<file path="config.mk">
export PLATFORM = sky130hd
export DESIGN_NAME = pla_engine
export DESIGN_NICKNAME = d
export VERILOG_FILES = /design/src/rtl/pla_pkg.sv /design/src/rtl/pla_cfg_decode.sv /design/src/rtl/pla_term_plane.sv /design/src/rtl/pla_sum_plane.sv /design/src/rtl/pla_engine.sv
export SDC_FILE = /design/constraint.sdc
export NUM_CORES = 1
export LEC_CHECK = 0
export CAP_MARGIN = 10
export CORE_MARGIN = 10
export CORE_UTILIZATION = 40
export DETAILED_ROUTE_END_ITERATION = 10
export PLACE_DENSITY_LB_ADDON = 0.12
export SLEW_MARGIN = 20
export SYNTH_ARGS = -nofsm -noshare
export SYNTH_HDL_FRONTEND = slang
export SYNTH_HIERARCHICAL = 1
export SYNTH_SLANG_ARGS = --single-unit
</file>
<file path="constraint.sdc">
create_clock -name clk -period 6.25 [get_ports clk]
set_input_delay 0.9375 -clock clk [delete_from_list [all_inputs] [get_ports clk]]
set_output_delay 0.9375 -clock clk [all_outputs]
set_load 0.05 [all_outputs]
</file>
<file path="src/rtl/pla_pkg.sv">
package pla_pkg;
  typedef enum logic { CFG_TERM = 1'b0, CFG_COL = 1'b1 } cfg_target_e;
  typedef enum logic [1:0] {
    TC_NEVER = 2'b00,
    TC_ZERO  = 2'b01,
    TC_ONE   = 2'b10,
    TC_ANY   = 2'b11
  } tern_code_e;
endpackage

</file>
<file path="src/rtl/pla_cfg_decode.sv">
module pla_cfg_decode
  import pla_pkg::*;
(
  input  logic cfg_we,
  input  logic cfg_sel,
  output logic term_we,
  output logic col_we
);
  cfg_target_e tgt;
  always_comb begin
    tgt     = cfg_target_e'(cfg_sel);
    term_we = cfg_we && (tgt == CFG_TERM);
    col_we  = cfg_we && (tgt == CFG_COL);
  end
endmodule

</file>
<file path="src/rtl/pla_term_plane.sv">
module pla_term_plane #(
  parameter int N_IN   = 6,
  parameter int N_TERM = 16,
  parameter int AW     = 4,
  localparam int RW    = 2 * N_IN
) (
  input  logic              clk,
  input  logic              rst_n,
  input  logic              wr_en,
  input  logic [AW-1:0]     wr_addr,
  input  logic [RW-1:0]     wr_row,
  input  logic [N_IN-1:0]   in_vec,
  output logic [N_TERM-1:0] term_hit
);
  // One ternary compare: each input picks the accept bit for its value.
  function automatic logic ternary_match(input logic [RW-1:0] row,
                                         input logic [N_IN-1:0] x);
    logic m;
    m = 1'b1;
    for (int i = 0; i < N_IN; i++) begin
      m = m & (x[i] ? row[2*i+1] : row[2*i]);
    end
    return m;
  endfunction

  for (genvar t = 0; t < N_TERM; t++) begin : g_term
    logic [RW-1:0] row_q;
    always_ff @(posedge clk) begin
      if (!rst_n) begin
        row_q <= '0;
      end else if (wr_en && (wr_addr == AW'(t))) begin
        row_q <= wr_row;
      end
    end
    assign term_hit[t] = ternary_match(row_q, in_vec);
  end
endmodule

</file>
<file path="src/rtl/pla_sum_plane.sv">
module pla_sum_plane #(
  parameter int N_TERM = 16,
  parameter int N_OUT  = 4,
  parameter int AW     = 4
) (
  input  logic              clk,
  input  logic              rst_n,
  input  logic              wr_en,
  input  logic [AW-1:0]     wr_addr,
  input  logic [N_TERM-1:0] wr_col,
  input  logic [N_TERM-1:0] term_hit,
  output logic [N_OUT-1:0]  or_comb,
  output logic [N_OUT-1:0]  col_any
);
  function automatic logic column_or(input logic [N_TERM-1:0] col,
                                     input logic [N_TERM-1:0] hit);
    return |(col & hit);
  endfunction

  for (genvar o = 0; o < N_OUT; o++) begin : g_col
    logic [N_TERM-1:0] col_q;
    always_ff @(posedge clk) begin
      if (!rst_n) begin
        col_q <= '0;
      end else if (wr_en && (wr_addr == AW'(o))) begin
        col_q <= wr_col;
      end
    end
    assign or_comb[o] = column_or(col_q, term_hit);
    assign col_any[o] = |col_q;
  end
endmodule

</file>
<file path="src/rtl/pla_engine.sv">
module pla_engine #(
  parameter int N_IN   = 6,
  parameter int N_OUT  = 4,
  parameter int N_TERM = 16,
  localparam int AW    = $clog2((N_TERM > N_OUT) ? N_TERM : N_OUT),
  localparam int RW    = 2 * N_IN,
  localparam int DW    = (N_TERM > RW) ? N_TERM : RW
) (
  input  logic             clk,
  input  logic             rst_n,
  input  logic             cfg_we,
  input  logic             cfg_sel,
  input  logic [AW-1:0]    cfg_addr,
  input  logic [DW-1:0]    cfg_data,
  input  logic             eval_en,
  input  logic [N_IN-1:0]  eval_in,
  output logic [N_OUT-1:0] out_q,
  output logic             out_vld
);
  logic              term_we;
  logic              col_we;
  logic [N_TERM-1:0] term_hit;
  logic [N_OUT-1:0]  or_comb;
  logic [N_OUT-1:0]  col_any;

  pla_cfg_decode u_dec (
    .cfg_we (cfg_we),
    .cfg_sel(cfg_sel),
    .term_we(term_we),
    .col_we (col_we)
  );

  pla_term_plane #(.N_IN(N_IN), .N_TERM(N_TERM), .AW(AW)) u_terms (
    .clk     (clk),
    .rst_n   (rst_n),
    .wr_en   (term_we),
    .wr_addr (cfg_addr),
    .wr_row  (cfg_data[RW-1:0]),
    .in_vec  (eval_in),
    .term_hit(term_hit)
  );

  pla_sum_plane #(.N_TERM(N_TERM), .N_OUT(N_OUT), .AW(AW)) u_sums (
    .clk     (clk),
    .rst_n   (rst_n),
    .wr_en   (col_we),
    .wr_addr (cfg_addr),
    .wr_col  (cfg_data[N_TERM-1:0]),
    .term_hit(term_hit),
    .or_comb (or_comb),
    .col_any (col_any)
  );

  always_ff @(posedge clk) begin
    if (!rst_n) begin
      out_q   <= '0;
      out_vld <= 1'b0;
    end else begin
      out_vld <= eval_en;
      if (eval_en) out_q <= or_comb;
    end
  end
endmodule

</file>
==> results.sh <==
export IMPL_status="complete, no violations"
export IMPL_grt_max_degree=152
export IMPL_io_pins=36
export IMPL_min_from="u_terms/g_term[14].row_q[11]"
export IMPL_worstMarginPinSlew_ns=1.13
export IMPL_hold_path_depth=2
export IMPL_rsz0062_at_grt="no"
export IMPL_fillers=2579
export IMPL_syn_cell_area_um2=11100
export IMPL_overflow=0
export IMPL_clk_pin_slew_worst_paths_ns=0.06
export IMPL_syn_nets=1138
export IMPL_die_x_um=187
export IMPL_ys_warn_count=6
export IMPL_drt_iter0_markers=539
export IMPL_cp_required_ns=6.73
export IMPL_insertion_delay_ns=0.54
export IMPL_hold_violations=0
export IMPL_fin_area_um2=12600
export IMPL_ant_nets=0
export IMPL_cts_buffers_inserted=28
export IMPL_globalRouteTotalUtil=0.169
export IMPL_tns_ns=0
export IMPL_synth_avg_cell_area_um2=10.0
export IMPL_grt_pass1_wl_um=47500
export IMPL_antenna_found_initial=0
export IMPL_r2r_slack_ns=3.96
export IMPL_hold_path_class="flop to flop"
export IMPL_crit_start="eval_in[1]"
export IMPL_avgRoutedWirePerCell_um=20.3
export IMPL_synth_cells=1107
export IMPL_viasPerCell=5.20
export IMPL_cts_htree_levels=1
export IMPL_fin_crit_sh=0.582
export IMPL_reg2reg_depth=8
export IMPL_skew_ns=0.0127
export IMPL_placed_area_um2=11600
export IMPL_globalplace_congestion=0.865
export IMPL_routed_wl_um=30500
export IMPL_dieArea_um2=34800
export IMPL_cts_max_path_buffers=3
export IMPL_min_period_ns=3.64
export IMPL_clkPwrFrac=0.469
export IMPL_max_cap_violations=0
export IMPL_slew_viol_final=0
export IMPL_p_sw_frac=0.231
export IMPL_start_kind="primary input"
export IMPL_io_buffers=35
export IMPL_drt_first_pass_iters=5
export IMPL_vias=7802
export IMPL_internal_power_uw=2690
export IMPL_antenna_cells=0
export IMPL_root_buffer="clkbuf_16"
export IMPL_instances_no_fill=1500
export IMPL_dp_cells=1450
export IMPL_core_area_um2=27100
export IMPL_reg2reg_to="out_q[3]"
export IMPL_cts_sinks=261
export IMPL_die_y_um=187
export IMPL_row_count=60
export IMPL_ctsResizeCount=0
export IMPL_areaGrowthSynthToFinish_pct=13.2
export IMPL_p_switching_uw=809
export IMPL_fmax_mhz=275
export IMPL_critPathCaptureType="flop"
export IMPL_dp_hpwl_um=19200
export IMPL_criticalPathCategory="primary input to flop"
export IMPL_relSlewSlack=0.239
export IMPL_p_per_area_nw_per_um2=279
export IMPL_r2r_start="u_terms/g_term[12].row_q[7]"
export IMPL_drive_above_1_share=0.0913
export IMPL_nNetsFinal=1139
export IMPL_p_comb_frac=0.051
export IMPL_post_cts_setup_buffers=0
export IMPL_path_max_fanout=17
export IMPL_hold_buffers=0
export IMPL_holdPathEnd="u_terms/g_term[14].row_q[11]"
export IMPL_crit_arrival_ns=4.12
export IMPL_cts_tree="yes"
export IMPL_seqPwrFrac=0.480
export IMPL_setup_violations=0
export IMPL_p_leak_uw=0.00503
export IMPL_ir_worst_vdd_mv=0.188
export IMPL_start_util=0.409
export IMPL_grt_pass1_vias=7763
export IMPL_fin_util=0.463
export IMPL_drc=0
metal layers:
metal,track usage,vias up,share of wire,wire (µm)
li1,-,3833,-,-
met1,0.239,3786,0.50,15200
met2,0.266,141,0.44,13500
met3,0.0270,42,0.040,1210
met4,0.0366,0,0.019,569
met5,0,-,0,0
layout by cell type, fill, tap and decap left out, types with 2 or more instances in the layout:
cell / count
nand2b_1: 37
nand2_1: 286
bufinv_16: 2
nand4_1: 4
mux2i_1: 292
clkdlybuf4s50_1: 34
nor2_1: 11
buf_4: 19
and2_2: 2
nor4_2: 2
o211ai_1: 28
o221ai_1: 2
nor4_1: 14
clkinv_2: 9
nand3b_1: 3
mux2_2: 28
a221oi_1: 16
clkbuf_1: 5
clkbuf_8: 6
or3_1: 3
clkbuf_16: 28
nor2b_1: 4
a22o_1: 16
dfxtp_1: 261
o22a_1: 2
o2111ai_1: 2
worst max-delay path, cell delays in order:
cell and delay [ns]:
clkdlybuf4s50_1 1.22, mux2_2 0.32, o211ai_1 0.08, nor4_1 0.86, a22o_1 0.27, a221oi_1 0.06
nand4_1 0.17, mux2i_1 0.08, nor2b_1 0.11
flip-flops by register name, indices dropped and copies added (netlist names):
signal / cells
u_terms/g_term.row_q: 192
u_sums/g_col.col_q: 64
out_q: 4
out_vld: 1
worst max-delay path by stage:
stage                to  slack [ns]
3_3_place_gp   out_q[2]        2.15
2_1_floorplan  out_q[1]        3.56
3_5_place_dp   out_q[2]        2.08
4_1_cts        out_q[3]        2.65
6_report       out_q[3]        2.61
5_1_grt        out_q[3]        2.43
cell type report:
cell class / count / area [µm²] / area share
clock buffer: 38 / 788 / 0.0628
clock inverter: 12 / 121 / 0.00967
inverter: 1 / 3.75 / 0.000299
multi-input combinational: 761 / 5440 / 0.433
sequential: 261 / 5230 / 0.416
tap: 372 / 465 / 0.0371
timing repair buffer: 55 / 517 / 0.0412
through the flow:
step | hold slack [ns] | total power, µW | setup WS [ns]
2_1_floorplan | 0.430 | 1820 | 3.56
3_3_place_gp | 0.437 | 1900 | 2.15
3_5_place_dp | 0.442 | 1900 | 2.08
4_1_cts | 0.454 | 3540 | 2.65
5_1_grt | 0.470 | 3610 | 2.43
6_report | 0.454 | 3500 | 2.61
power groups by stage:
stage	Sequential [µW]	Combinational, µW	Clock, µW
after global placement	1720	181	0
after detailed placement	1720	180	0
after floorplan	1720	105	0
final	1680	178	1640
after CTS	1680	181	1680
after global routing	1680	191	1740
Power figures use the tool's default switching activity.
